`src/rtl/win_watchdog_pkg.sv`:
```
package win_watchdog_pkg;

    localparam int CNT_W  = 12;
    localparam int DATA_W = 32;
    localparam logic [7:0] RESTART_KEY = 8'hA5;

    typedef enum logic [1:0] {
        ADDR_CTRL = 2'd0,
        ADDR_MODE = 2'd1,
        ADDR_STAT = 2'd2
    } reg_addr_e;

    typedef struct packed {
        logic [2:0]       spare;
        logic             dbg_halt;
        logic             idle_halt;
        logic             rst_en;
        logic             irq_en;
        logic             dis;
        logic [CNT_W-1:0] window;
        logic [CNT_W-1:0] reload;
    } mode_t;

    typedef struct packed {
        logic win_err;
        logic uflow;
    } status_t;

    localparam mode_t MODE_RESET = '{
        spare:     3'b000,
        dbg_halt:  1'b0,
        idle_halt: 1'b0,
        rst_en:    1'b1,
        irq_en:    1'b0,
        dis:       1'b1,
        window:    {CNT_W{1'b1}},
        reload:    {CNT_W{1'b1}}
    };

    function automatic mode_t merge_mode(mode_t cur, mode_t req);
        mode_t res;
        res = req;
        if (cur.dis || req.dis) begin
            res.reload = cur.reload;
            res.window = cur.window;
        end
        return res;
    endfunction

endpackage

```
`src/rtl/wwd_tick_gen.sv`:
```
module wwd_tick_gen #(
    parameter int TICK_DIV = 128
) (
    input  logic clk,
    input  logic rst,
    input  logic run,
    input  logic clr,
    output logic tick
);
    localparam int PW = (TICK_DIV > 2) ? $clog2(TICK_DIV) : 1;
    localparam logic [PW-1:0] LAST = PW'(TICK_DIV - 1);

    logic [PW-1:0] pre_q;

    always_ff @(posedge clk) begin
        if (rst || clr) begin
            pre_q <= '0;
        end else if (run) begin
            pre_q <= (pre_q == LAST) ? '0 : pre_q + 1'b1;
        end
    end

    assign tick = run && !clr && (pre_q == LAST);

    AST_PRE_HOLD: assert property (@(posedge clk) disable iff (rst) (!run && !clr) |=> $stable(pre_q));
endmodule

```
`src/rtl/wwd_lockout.sv`:
```
module wwd_lockout #(
    parameter int LOCK_CYC = 3
) (
    input  logic clk,
    input  logic rst,
    input  logic restart,
    output logic locked
);
    localparam int LW = $clog2(LOCK_CYC + 1);
    localparam logic [LW-1:0] LOAD = LW'(LOCK_CYC);

    logic [LW-1:0] lk_q;

    always_ff @(posedge clk) begin
        if (rst) begin
            lk_q <= '0;
        end else if (restart) begin
            lk_q <= LOAD;
        end else if (lk_q != '0) begin
            lk_q <= lk_q - 1'b1;
        end
    end

    assign locked = (lk_q != '0);

    AST_LOCK_AFTER_RESTART: assert property (@(posedge clk) disable iff (rst) restart |=> locked);
endmodule

```
`src/rtl/wwd_counter.sv`:
```
module wwd_counter
    import win_watchdog_pkg::*;
#(
    parameter int TICK_DIV = 128
) (
    input  logic             clk,
    input  logic             rst,
    input  logic             run,
    input  logic             restart,
    input  logic [CNT_W-1:0] reload,
    output logic [CNT_W-1:0] cnt,
    output logic             uflow
);
    logic tick;

    wwd_tick_gen #(.TICK_DIV(TICK_DIV)) i_tick (
        .clk  (clk),
        .rst  (rst),
        .run  (run),
        .clr  (restart),
        .tick (tick)
    );

    always_ff @(posedge clk) begin
        if (rst) begin
            cnt <= {CNT_W{1'b1}};
        end else if (restart) begin
            cnt <= reload;
        end else if (tick) begin
            cnt <= (cnt == '0) ? reload : cnt - 1'b1;
        end
    end

    assign uflow = tick && (cnt == '0);

    AST_CNT_FROZEN: assert property (@(posedge clk) disable iff (rst) (!run && !restart) |=> $stable(cnt));
    AST_NO_UFLOW_STOPPED: assert property (@(posedge clk) disable iff (rst) !run |-> !uflow);
endmodule

```
`src/rtl/wwd_fault.sv`:
```
module wwd_fault
    import win_watchdog_pkg::*;
#(
    parameter int RST_LEN = 8
) (
    input  logic    clk,
    input  logic    rst,
    input  logic    uflow_ev,
    input  logic    werr_ev,
    input  logic    clr,
    input  logic    irq_en,
    input  logic    rst_en,
    output status_t status,
    output logic    irq_o,
    output logic    rst_o
);
    localparam int RW = $clog2(RST_LEN + 1);
    localparam logic [RW-1:0] LOAD = RW'(RST_LEN);

    logic [RW-1:0] rc_q;
    logic          fault;

    assign fault = uflow_ev || werr_ev;

    always_ff @(posedge clk) begin
        if (rst) begin
            status <= '0;
        end else begin
            status.uflow   <= (status.uflow   && !clr) || uflow_ev;
            status.win_err <= (status.win_err && !clr) || werr_ev;
        end
    end

    always_ff @(posedge clk) begin
        if (rst) begin
            rc_q <= '0;
        end else if (fault && rst_en) begin
            rc_q <= LOAD;
        end else if (rc_q != '0) begin
            rc_q <= rc_q - 1'b1;
        end
    end

    assign rst_o = (rc_q != '0);
    assign irq_o = irq_en && (status != '0);

    AST_STATUS_STICKY: assert property (@(posedge clk) disable iff (rst) (status.uflow && !clr) |=> status.uflow);
    AST_IRQ_GATED: assert property (@(posedge clk) disable iff (rst) !irq_en |-> !irq_o);
    AST_RST_NEEDS_EN: assert property (@(posedge clk) disable iff (rst) $rose(rst_o) |-> $past(rst_en));
endmodule

```
`src/rtl/win_watchdog.sv`:
```
module win_watchdog
    import win_watchdog_pkg::*;
#(
    parameter int TICK_DIV = 128,
    parameter int LOCK_CYC = 3,
    parameter int RST_LEN  = 8
) (
    input  logic        clk,
    input  logic        rst,
    input  logic        wr_en,
    input  logic [1:0]  wr_addr,
    input  logic [31:0] wr_data,
    input  logic        rd_en,
    input  logic [1:0]  rd_addr,
    output logic [31:0] rd_data,
    input  logic        idle_in,
    input  logic        dbg_in,
    output logic        irq_o,
    output logic        rst_o
);
    mode_t            mode_q;
    mode_t            mode_nxt;
    status_t          status;
    logic             locked;
    logic             wr_ctrl;
    logic             wr_mode;
    logic             kick;
    logic             restart;
    logic             halted;
    logic             run;
    logic             uflow_ev;
    logic             werr_ev;
    logic             stat_clr;
    logic [CNT_W-1:0] cnt;
    logic [CNT_W-1:0] reload_eff;

    assign wr_ctrl  = wr_en && (wr_addr == ADDR_CTRL) && !locked;
    assign wr_mode  = wr_en && (wr_addr == ADDR_MODE) && !locked;
    assign kick     = wr_ctrl && (wr_data[31:24] == RESTART_KEY) && wr_data[0];
    assign restart  = kick || wr_mode;
    assign mode_nxt = merge_mode(mode_q, mode_t'(wr_data));

    assign reload_eff = wr_mode ? mode_nxt.reload : mode_q.reload;

    always_ff @(posedge clk) begin
        if (rst) begin
            mode_q <= MODE_RESET;
        end else if (wr_mode) begin
            mode_q <= mode_nxt;
        end
    end

    assign halted = (mode_q.idle_halt && idle_in) || (mode_q.dbg_halt && dbg_in);
    assign run    = !mode_q.dis && !halted;

    assign werr_ev  = kick && !mode_q.dis && (mode_q.window < mode_q.reload)
                      && (cnt > mode_q.window);
    assign stat_clr = rd_en && (rd_addr == ADDR_STAT);

    wwd_lockout #(.LOCK_CYC(LOCK_CYC)) i_lock (
        .clk     (clk),
        .rst     (rst),
        .restart (restart),
        .locked  (locked)
    );

    wwd_counter #(.TICK_DIV(TICK_DIV)) i_cnt (
        .clk     (clk),
        .rst     (rst),
        .run     (run),
        .restart (restart),
        .reload  (reload_eff),
        .cnt     (cnt),
        .uflow   (uflow_ev)
    );

    wwd_fault #(.RST_LEN(RST_LEN)) i_fault (
        .clk      (clk),
        .rst      (rst),
        .uflow_ev (uflow_ev),
        .werr_ev  (werr_ev),
        .clr      (stat_clr),
        .irq_en   (mode_q.irq_en),
        .rst_en   (mode_q.rst_en),
        .status   (status),
        .irq_o    (irq_o),
        .rst_o    (rst_o)
    );

    always_comb begin
        unique case (rd_addr)
            ADDR_MODE: rd_data = mode_q;
            ADDR_STAT: rd_data = {30'd0, status};
            default:   rd_data = '0;
        endcase
    end

    AST_NO_RESTART_LOCKED: assert property (@(posedge clk) disable iff (rst) locked |-> !restart);
    AST_FIELDS_FROZEN: assert property (@(posedge clk) disable iff (rst) $past(mode_q.dis) |-> $stable(mode_q.reload));
    AST_WERR_ONLY_ON_KICK: assert property (@(posedge clk) disable iff (rst) $rose(status.win_err) |-> $past(kick));
endmodule

```
`config.mk`:
```
export PLATFORM = sky130hd
export DESIGN_NAME = win_watchdog
export DESIGN_NICKNAME = d
export VERILOG_FILES = /design/src/rtl/win_watchdog_pkg.sv /design/src/rtl/wwd_tick_gen.sv /design/src/rtl/wwd_lockout.sv /design/src/rtl/wwd_counter.sv /design/src/rtl/wwd_fault.sv /design/src/rtl/win_watchdog.sv
export SDC_FILE = /design/constraint.sdc
export NUM_CORES = 1
export LEC_CHECK = 0
export CAP_MARGIN = 20
export CORE_MARGIN = 10
export CORE_UTILIZATION = 57
export DETAILED_ROUTE_END_ITERATION = 8
export DONT_BUFFER_PORTS = 1
export MAX_ROUTING_LAYER = met4
export PLACE_DENSITY = 0.78
export SLEW_MARGIN = 20
export SYNTH_ARGS = -nofsm -noshare
export SYNTH_HDL_FRONTEND = slang
export SYNTH_SLANG_ARGS = --single-unit
```
`constraint.sdc`:
```
create_clock -name clk -period 1.9 [get_ports clk]
set_input_delay 0.19 -clock clk [delete_from_list [all_inputs] [get_ports clk]]
set_output_delay 0.19 -clock clk [all_outputs]
set_load 0.05 [all_outputs]
```
# Word-level counts from Yosys, hierarchy flattened

Cells that the tools add are included.

Flip-flop bits (word level): 59
Bits in latches: 0
RAM bits: 0
Bits in read-only memories: 0
Bits of input ports: 42
Output and inout port bits: 34
Logic and storage cells: 80
Memories: 0

Add/subtract/negate cells: 4
Multiply operators: 0
Divide/modulo/power cells: 0
Order comparisons: 2
Equal/unequal tests: 5
Shifts and indexed selects: 0
Muxes and demuxes: 11
Bitwise gates (word level): 1
Reduce and logical (&&, ||, !) cells: 42

Operators by type and width:

| operator                | count |
|---|---|
| $pmux W32 S2            | 1 |
| $mux W12                | 5 |
| $logic_and A1 B1 Y1     | 20 |
| $gt A12 B12 Y1          | 1 |
| $logic_not A12 Y1       | 1 |
| $lt A12 B12 Y1          | 1 |
| $sub A12 B1 Y12 const B | 1 |
| $reduce_bool A2 Y1      | 5 |
| $eq A8 B8 Y1 const B    | 1 |
| $mux W4                 | 2 |
| $add A7 B1 Y7 const B   | 1 |
| $eq A7 B7 Y1 const B    | 1 |
| $logic_or A1 B1 Y1      | 7 |
| $mux W7                 | 1 |
| $logic_not A1 Y1        | 5 |
| $eq A2 B1 Y1 const B    | 2 |
| $mux W2                 | 2 |
| $reduce_bool A4 Y1      | 1 |
| $sub A4 B1 Y4 const B   | 1 |
| $eq A2 B2 Y1 const B    | 1 |
| $logic_not A2 Y1        | 1 |
| $reduce_and A2 Y1       | 1 |
| $reduce_or A2 Y1        | 1 |
| $sub A2 B1 Y2 const B   | 1 |
| $not A1 Y1              | 1 |

# Logic depth before layout (Yosys ltp)

Gate-level depths: netlist (run 1).

Depth in word-level cells: 13
Mapped depth: 9
Mapped depth without buffers: 8

# By module

Synthesis (run 1) repeated with hierarchy kept, for this count alone.

Cells, all modules: 463
Area, all modules: 3880.0 um^2

Modules (own cells, without submodules):

| module       | times used | cells each | area each (um^2) | seq. area each (um^2) |
|---|---|---|---|---|
| win_watchdog | 1          | 257        | 2144.6           | 640.6 |
| wwd_counter  | 1          | 124        | 1018.5           | 240.2 |
| wwd_tick_gen | 1          | 40         | 341.6            | 140.1 |
| wwd_fault    | 1          | 31         | 275.3            | 120.1 |
| wwd_lockout  | 1          | 11         | 100.1            | 40.0 |

# Least setup slack after synthesis (run 1)

No wires, ideal clock.

Path type: register to register
From: register i_lock.lk_q[0]
To: register i_cnt.cnt[0]
Setup time: 0.115 ns
Arrival: 1.875 ns
Data required time: 1.785 ns
Setup slack: -0.091 ns
Cell stages (with the launch flop): 10
Path buffers: 1
Clock period less this slack: 1.991 ns
Path through: dfxtp_1 -> inv_1 -> ha_1 -> nand3b_1 -> or4_4 -> and2_4 -> buf_6 -> nand2_8 -> nand3_1 -> a31o_1

Cells in the longest elaborated chain, start to end: 10
Elaborated cells on any way between the ends: 15
Those cells by class: mux: 4; reduce/logical: 11

Ends and longest elaborated chain:

| item                                | line                                   | RTL |
|---|---|---|
| start, declared                     | wwd_lockout.sv:12                      | `logic [LW-1:0] lk_q;` |
| start signal, assigned              | wwd_lockout.sv:20                      | `lk_q <= lk_q - 1'b1;` |
| $reduce_bool A2 Y1 *                | wwd_lockout.sv:24                      | `assign locked = (lk_q != '0);` |
| $logic_not A1 Y1 *                  | win_watchdog.sv:37, win_watchdog.sv:38 |  |
| $logic_and A1 B1 Y1                 | win_watchdog.sv:37                     | `assign wr_ctrl = wr_en && (wr_addr == ADDR_CTRL) && !locked;` |
| $logic_and A1 B1 Y1 (2 in series)   | win_watchdog.sv:39                     | `assign kick = wr_ctrl && (wr_data[31:24] == RESTART_KEY) && wr_data[0];` |
| $logic_or A1 B1 Y1                  | win_watchdog.sv:40                     | `assign restart = kick \|\| wr_mode;` |
| $logic_not A1 Y1                    | wwd_tick_gen.sv:23                     | `assign tick = run && !clr && (pre_q == LAST);` |
| $logic_and A1 B1 Y1 (2 in series)   | wwd_tick_gen.sv:23                     |  |
| $reduce_bool A2 Y1 (no source line) | -                                      |  |
| end signal, assigned                | wwd_counter.sv:26                      | `cnt <= {CNT_W{1'b1}};` |
| end signal, assigned                | wwd_counter.sv:28                      | `cnt <= reload;` |
| end signal, assigned                | wwd_counter.sv:30                      | `cnt <= (cnt == '0) ? reload : cnt - 1'b1;` |
| end, declared                       | wwd_counter.sv:11                      | `output logic [CNT_W-1:0] cnt,` |

Every way passes the cells marked *; elsewhere a longest branch is shown, timed or not. The select of a mux whose other input is x is not followed.
A chain may end at the register's enable or synchronous reset.

# Worst setup path after layout (run 1)

From: register mode_q[2] in the netlist's numbering
To: register i_fault.rc_q[1]

Cells in the longest elaborated chain, start to end: 6

Ends and longest elaborated chain:

| item                              | line               | RTL |
|---|---|---|
| start, declared                   | win_watchdog.sv:21 | `mode_t mode_q;` |
| start signal, assigned            | win_watchdog.sv:49 | `mode_q <= mode_nxt;` |
| $lt A12 B12 Y1                    | win_watchdog.sv:56 | `assign werr_ev = kick && !mode_q.dis && (mode_q.window < mode_q.reload)` |
| $logic_and A1 B1 Y1               | win_watchdog.sv:56 |  |
| $logic_and A1 B1 Y1               | win_watchdog.sv:57 | `&& (cnt > mode_q.window);` |
| $logic_or A1 B1 Y1                | wwd_fault.sv:23    | `assign fault = uflow_ev \|\| werr_ev;` |
| $logic_and A1 B1 Y1               | wwd_fault.sv:37    | `end else if (fault && rst_en) begin` |
| $reduce_or A2 Y1 (no source line) | -                  |  |
| end signal, assigned              | wwd_fault.sv:40    | `rc_q <= rc_q - 1'b1;` |
| end, declared                     | wwd_fault.sv:20    | `logic [RW-1:0] rc_q;` |

No other way between the ends.

==> impl_results.md, run 1 <==
* I/O pin cnt at 76
* CTS Buffer Depth at 2
* Critical path data required time at 2120 ps
* Slowest CP cell: dfxtp_1
* Cell Chain, Critical Path: inv_1 > ha_1 > o21ai_0 > a21oi_1 > a21oi_1 > o211ai_1 > buf_4 > nor2_4 > o22ai_1
* Placer Congestion at 0.928
* CTS H-tree lvls at 3
* Max Clock Freq at 487 MHz
* Vias in the first global route at 3395
* Final hold slack at -18.3 ps
* Die W at 98.9 um
* CP arrival at 2270 ps
* GR Overflow Total at 0
* Starting Density at 59.3%
* Grt peak-use layer: met2
* Post-synthesis instance area at 3550 um2
* DR pass1 iterations at 5
* Syn avg cell area at 8.22 um2
* Register area share after synthesis at 33.3%
* Largest net degree at the start of global routing at 25
* CTS buffer count at 9
* Root buffer cell: clkbuf_8
* WS Path Type: flop to flop
* Dpl cell area at 4070 um2
* RSZ-0062 raised after global routing: true
* Synth Register Bits at 59
* # fillers at 388
* Clock skew at 11.1 ps
* Design area at 4630 um2
* CTS clk-pin slew, worst paths at 70 ps
* Num rows at 28
* Worst-margin pin slew at 706 ps
* PnR worst setup slack at -153 ps
* Most frequent CP cell: a21oi_1
* Worst path bufs/invs at 2
* Max stage delay on crit path at 390 ps
* Area Growth Syn to Fin at 30.3%
* P_leak at 2.08 nW
* M3 GR Usage at 5.59%
* Share of the synthesized area in the top cell type at 33.3%
* Async set-or-reset flop fraction in the synthesized netlist at 0%
* Setup crit end kind: flop
* Final worst path period share at 108%
* Routed Antenna Nets at 0
* Crit path max fanout at 3
* M1 GR Usage at 23.8%
* TritonCTS clock tree: done
* Post-synth EDFFs at 0
* VDD IR-drop max at 0.765 mV
* Status: complete, but fails checks
* Post-synth top cells: 65 x nand2_1, 59 x dfxtp_1, 39 x inv_1
* Fin. Hold Viols at 2
* Initial antenna violation count at 0
* Pwr dens at 821 nW/um2
* Min-delay worst type: input port to flop
* Max-Cap Viols at 0
* Full die area at 9780 um2
* Core area at 5990 um2
* DRC viols at 0
* First-pass GRT wire length at 16.9 mm
* GRT Util Overall at 21.4%
* Placed insts at 553
* Area contributors post-synth: dfxtp_1 33%, ha_1 11%, nand2_1 6.9%
* Ratio of cells with drive above 1 in the final layout at 25.2%
* Worst setup SP type: flop
* Final core utilization at 77.2%
* Post-Layout Cell Count at 591
* Count leader, synth: nand2_1
* Total nets after synthesis at 505
* Clk_lat worst skew at 350 ps
* Total number of vias at 3620
* Post-synth top flop: dfxtp_1
* DRT Wirelength at 11.6 mm
* Met2 Usage GRT at 35.5%
* Syn Inst Count at 432
* HPWL Detailed at 7.53 mm
* Final nets at 584
* Synth Warn # at 0
* Failing checks: hold timing, setup timing
* Worst path top cell family by delay: compound AO/OA/AOI/OAI gates
* ANT cells at 0
* I/O Buffers at 0
* Final slew viol count at 0
* Worst slew margin at 52.8%
* Drt via density at 6.13
* Die H at 98.9 um
* First DRT Iteration DRCs at 353
* Drt wl/cell at 19.6 um
* Clk sinks at 59
* Setup TNS at -558 ps
* Yosys cell types at 53
* Cell taking the most area after synthesis: dfxtp_1
* Tmin final at 2050 ps
* Final setup violation count at 7
[registers in the layout (all words and copies together), names as in the netlist]
register	cells
i_cnt.cnt	12
i_cnt.i_tick.pre_q	7
i_fault.rc_q	4
i_fault.status	2
i_lock.lk_q	2
mode_q	32
[logic make-up (layout without fill, tap and decap cells)]
logic type	after synthesis	count (layout)	synth area share, %
and+or+nand+nor	179	179	27.0
AOI/OAI and AO/OA	83	83	15.9
DFF	59	59	33.3
buffers and inverters	56	140	6.38
adders and majority gates	31	31	10.9
muxes	15	15	4.30
xor gates and xnor gates	9	9	2.22
[layout by cell type (no fill, tap or decap), drive strengths merged, types with 13 or more instances in the layout]
cell type and n:
o211ai 17, buf 71, a21oi 25, clkbuf 13, dlygate4sd3 14, mux2i 13
nand2 67, ha 31, nor2 25, dfxtp 59, and2 33, inv 39
nand3 13
[repair_timing]
action | CTS | global route
pin swaps | 2 | 5
endpoints found under the setup margin | 5 | 24
hold endpoints to repair | 27 | 17
setup buffers | 7 | 1
gates resized for setup | 10 | 26
hold buffers | 11 | 3
[worst reg2reg max path: cells and delay by family (launching register included)]
family,cells,cell delay (ps)
fa+ha+maj,1,290
flops,1,390
compound gates,5,870
simple gates,1,130
buf+inv,2,250
[final timing paths]
| check | from | end | slack (ps) | depth (start not counted) |
|---|---|---|---|---|
| max | mode_q[2] | i_fault.rc_q[1] | -150 | 9 |
| min | wr_data[31] | mode_q[31] | -20 | 2 |
| max reg2reg | mode_q[2] | i_fault.rc_q[1] | -150 | 9 |
| min reg2reg | mode_q[29] | mode_q[29] | 450 | 2 |
[power breakdown]
| part | total [mW] | internal, mW | switching (mW) | leakage, nW |
|---|---|---|---|---|
| clock | 1.24 | 0.714 | 0.523 | 0.102 |
| combinational | 1.17 | 0.495 | 0.679 | 1.50 |
| sequential | 1.38 | 1.32 | 0.0643 | 0.475 |
[layout make-up]
type	count	area (um2)	area share [%]
clock buffers	13	169	3.65
clock inverters	3	45.0	0.974
inverters	39	146	3.16
multi-input cells	317	2270	49.1
flip-flops and latches	59	1190	25.8
well taps	75	93.8	2.03
repair buffers	85	709	15.3
[routing by layer]
layer / up-vias / wire [um]
li1: 1667 / -
met1: 1703 / 4540
met2: 216 / 5690
met3: 34 / 995
met4: 0 / 367
met5: - / 0
[stage by stage]
step	total power [mW]	setup slack, ps
after detailed placement	2.35	-75.5
after global routing	3.94	-216
after floorplan	2.11	16.5
after CTS	3.67	0.0533
final	3.80	-153
after global placement	2.32	-29.2
(Power assumes the default switching activity.)
==> run 2: changes to the inputs <==
--- a/config.mk
+++ b/config.mk
@@ -12,6 +12,7 @@
 export DONT_BUFFER_PORTS = 1
 export MAX_ROUTING_LAYER = met4
 export PLACE_DENSITY = 0.78
+export RECOVER_POWER = 50
 export SLEW_MARGIN = 20
 export SYNTH_ARGS = -nofsm -noshare
 export SYNTH_HDL_FRONTEND = slang
==> run 2 against run 1 <==
  * The flow still finishes with violations (hold timing, setup timing)
  * Total power is 0.12% lower
  * Via count is 0.75% higher
  * Combinational power hardly changed
  * Clock skew is 2.6 ps lower
  * Largest cell class unchanged
==> impl_results.md, run 2 (same netlist as run 1, synthesis figures left out) <==
* Worst path bufs/invs at 2 (unchanged)
* Hold path startpoint: wr_data[31] (unchanged)
* CTS Buffer Depth at 2 (unchanged)
* TritonCTS clock tree: done (unchanged)
* CTS buffer count at 9 (unchanged)
* Ratio of cells with drive above 1 in the final layout at 24.0% (was 25.2%)
* GR Overflow Total at 0 (unchanged)
* I/O Buffers at 0 (unchanged)
* Most frequent cells in the layout: 65 x nand2_1, 60 x buf_4, 50 x dfxtp_1, 36 x inv_1, 31 x and2_1 (was 66 x buf_4, 65 x nand2_1, 50 x dfxtp_1, 36 x inv_1, 32 x and2_1)
* PnR worst setup slack at -107 ps (was -153 ps)
* Clock skew at 8.51 ps (was 11.1 ps)
* Worst-margin pin slew at 702 ps (was 706 ps)
* DRT Wirelength at 11.6 mm (about the same)
* Setup TNS at -453 ps (was -558 ps)
* Final nets at 584 (unchanged)
* Worst path top cell family by delay: compound AO/OA/AOI/OAI gates (unchanged)
* Cell Chain, Critical Path: inv_1 > ha_1 > o21ai_0 > a21oi_1 > a21oi_1 > o211ai_1 > buf_4 > nor2_4 > o22ai_1 (unchanged)
* Max Clock Freq at 498 MHz (was 487 MHz)
* DRC viols at 0 (unchanged)
* Crit path max fanout at 3 (unchanged)
* Drt via density at 6.17 (was 6.13)
* Final slew viol count at 0 (unchanged)
* Design area at 4600 um2 (was 4630 um2)
* Core area at 5990 um2 (unchanged)
* Top Registers: mode_q (32), i_cnt.cnt (12), i_cnt.i_tick.pre_q (7) (unchanged)
* Clk_lat worst skew at 340 ps (was 350 ps)
* Total number of vias at 3647 (was 3620)
* Die W at 98.9 um (unchanged)
* Dpl cell area at 4070 um2 (unchanged)
* First DRT Iteration DRCs at 348 (was 353)
* First-pass GRT wire length at 16.9 mm (unchanged)
* I/O pin cnt at 76 (unchanged)
* CP arrival at 2220 ps (was 2270 ps)
* Placer Congestion at 0.928 (unchanged)
* Root buffer cell: clkbuf_8 (unchanged)
* Failing checks: hold timing, setup timing (unchanged)
* Tmin final at 2010 ps (was 2050 ps)
* Die H at 98.9 um (unchanged)
* Number of flip-flops in the largest register at 32 (unchanged)
* Largest net degree at the start of global routing at 25 (unchanged)
* Min-delay worst type: input port to flop (unchanged)
* Hold Path End: mode_q[31] (unchanged)
* Vias in the first global route at 3395 (unchanged)
* GRT Util Overall at 21.4% (unchanged)
* Initial antenna violation count at 0 (unchanged)
* Critical path data required time at 2120 ps (about the same)
* Hold Path Cell Cnt at 2 (unchanged)
* Worst slew margin at 53.0% (was 52.8%)
* Full die area at 9780 um2 (unchanged)
* Routed Antenna Nets at 0 (unchanged)
* Slowest CP cell: dfxtp_1 (unchanged)
* R2R depth at 9 (unchanged)
* P_leak at 2.05 nW (was 2.08 nW)
* Commonest non-fill, non-tap cell in the layout: nand2_1 (was buf_4)
* Worst setup SP type: flop (unchanged)
* Biggest register: mode_q (unchanged)
* Flop2flop setup slack at -110 ps (was -150 ps)
* Total power at 3.79 mW (was 3.80 mW)
* RSZ-0062 raised after global routing: true (unchanged)
* Most frequent CP cell: a21oi_1 (unchanged)
* CTS clk-pin slew, worst paths at 70 ps (about the same)
* Drt wl/cell at 19.6 um (about the same)
* Worst R2R End: i_fault.rc_q[1] (unchanged)
* DR pass1 iterations at 5 (unchanged)
* Fin. Hold Viols at 2 (unchanged)
* Pwr dens at 824 nW/um2 (was 821 nW/um2)
* Final setup violation count at 7 (unchanged)
* VDD IR-drop max at 0.766 mV (was 0.765 mV)
* HPWL Detailed at 7.53 mm (unchanged)
* Final hold slack at -19.4 ps (was -18.3 ps)
* WS Path Type: flop to flop (unchanged)
* Num rows at 28 (unchanged)
* ANT cells at 0 (unchanged)
* Status: complete, but fails checks (unchanged)
* Starting Density at 59.3% (unchanged)
* Setup crit end kind: flop (unchanged)
* Max stage delay on crit path at 390 ps (about the same)
* Area Growth Syn to Fin at 29.7% (was 30.3%)
* RR Startpoint: mode_q[2] (unchanged)
* Final worst path period share at 106% (was 108%)
* CTS H-tree lvls at 3 (unchanged)
* Clk sinks at 59 (unchanged)
* Max-Cap Viols at 0 (unchanged)
[run 2: cell count changes in the layout (fill, tap and decap cells not counted)]
| cell | before | now |
|---|---|---|
| buf_4 | 66 | 60 |
| clkbuf_1 | 1 | 7 |
| and2_0 | 0 | 1 |
| and2_1 | 32 | 31 |
[run 2: final cells by class]
type,count,area (um2)
Multi-Input combinational cell,317,2270
Fill cell,398,1390
Sequential cell,59,1190
Timing Repair Buffer,85,687
Clock buffer,13,169
Inverter,39,146
Tap cell,75,93.8
Clock inverter,3,45.0
[run 2: timing repair]
item | in CTS | in global routing
endpoints found under the setup margin | 5 | 24
buffers inserted | 7 | 1
hold buffers | 11 | 3
pin swaps | 2 | 5
resized for setup | 10 | 26
hold endpoints to repair | 27 | 17
[run 2: how the worst max path moves through the flow]
stage | start | end | depth (start not counted)
final | mode_q[2] | i_fault.rc_q[1] | 9
after global routing | mode_q[3] | i_fault.rc_q[1] | 9
after CTS | i_lock.lk_q[0] | i_fault.rc_q[3] | 8
after detailed placement | mode_q[14] | i_fault.status[1] | 9
after global placement | wr_data[30] | i_fault.status[1] | 6
after floorplan | wr_data[30] | i_cnt.cnt[0] | 7
[run 2: routing by layer]
metal / global-route usage [%] / part of all wire, % / vias up
li1: - / - / 1668
met4: 8.82 / 3.5 / 0
met1: 23.8 / 38 / 1705
met5: - / 0 / -
met2: 35.5 / 49 / 230
met3: 5.59 / 9.6 / 44
[run 2: metrics by stage]
step	util [%]	setup slack, ps	hold WS [ps]	cells
finish	76.8	-107	-19.4	591
global placement	67.9	-29.2	266	553
CTS	75.1	0.0533	-88.7	587
floorplan	-	16.5	314	432
global route	76.8	-216	-10.1	591
detailed placement	67.9	-75.5	267	553
[run 2: report_power, final]
group / switching (mW) / total, mW / internal (mW)
Combinational: 0.679 / 1.17 / 0.492
Clock: 0.521 / 1.24 / 0.714
Sequential: 0.0642 / 1.38 / 1.32
Total: 1.26 / 3.79 / 2.53
[run 2: worst register-to-register path, stage by stage, from the launching register on]
cell      delay (ps)
dfxtp_1          390
inv_1             70
ha_1             290
o21ai_0          260
a21oi_1          150
a21oi_1          180
o211ai_1         150
buf_4            180
nor2_4           120
o22ai_1          100
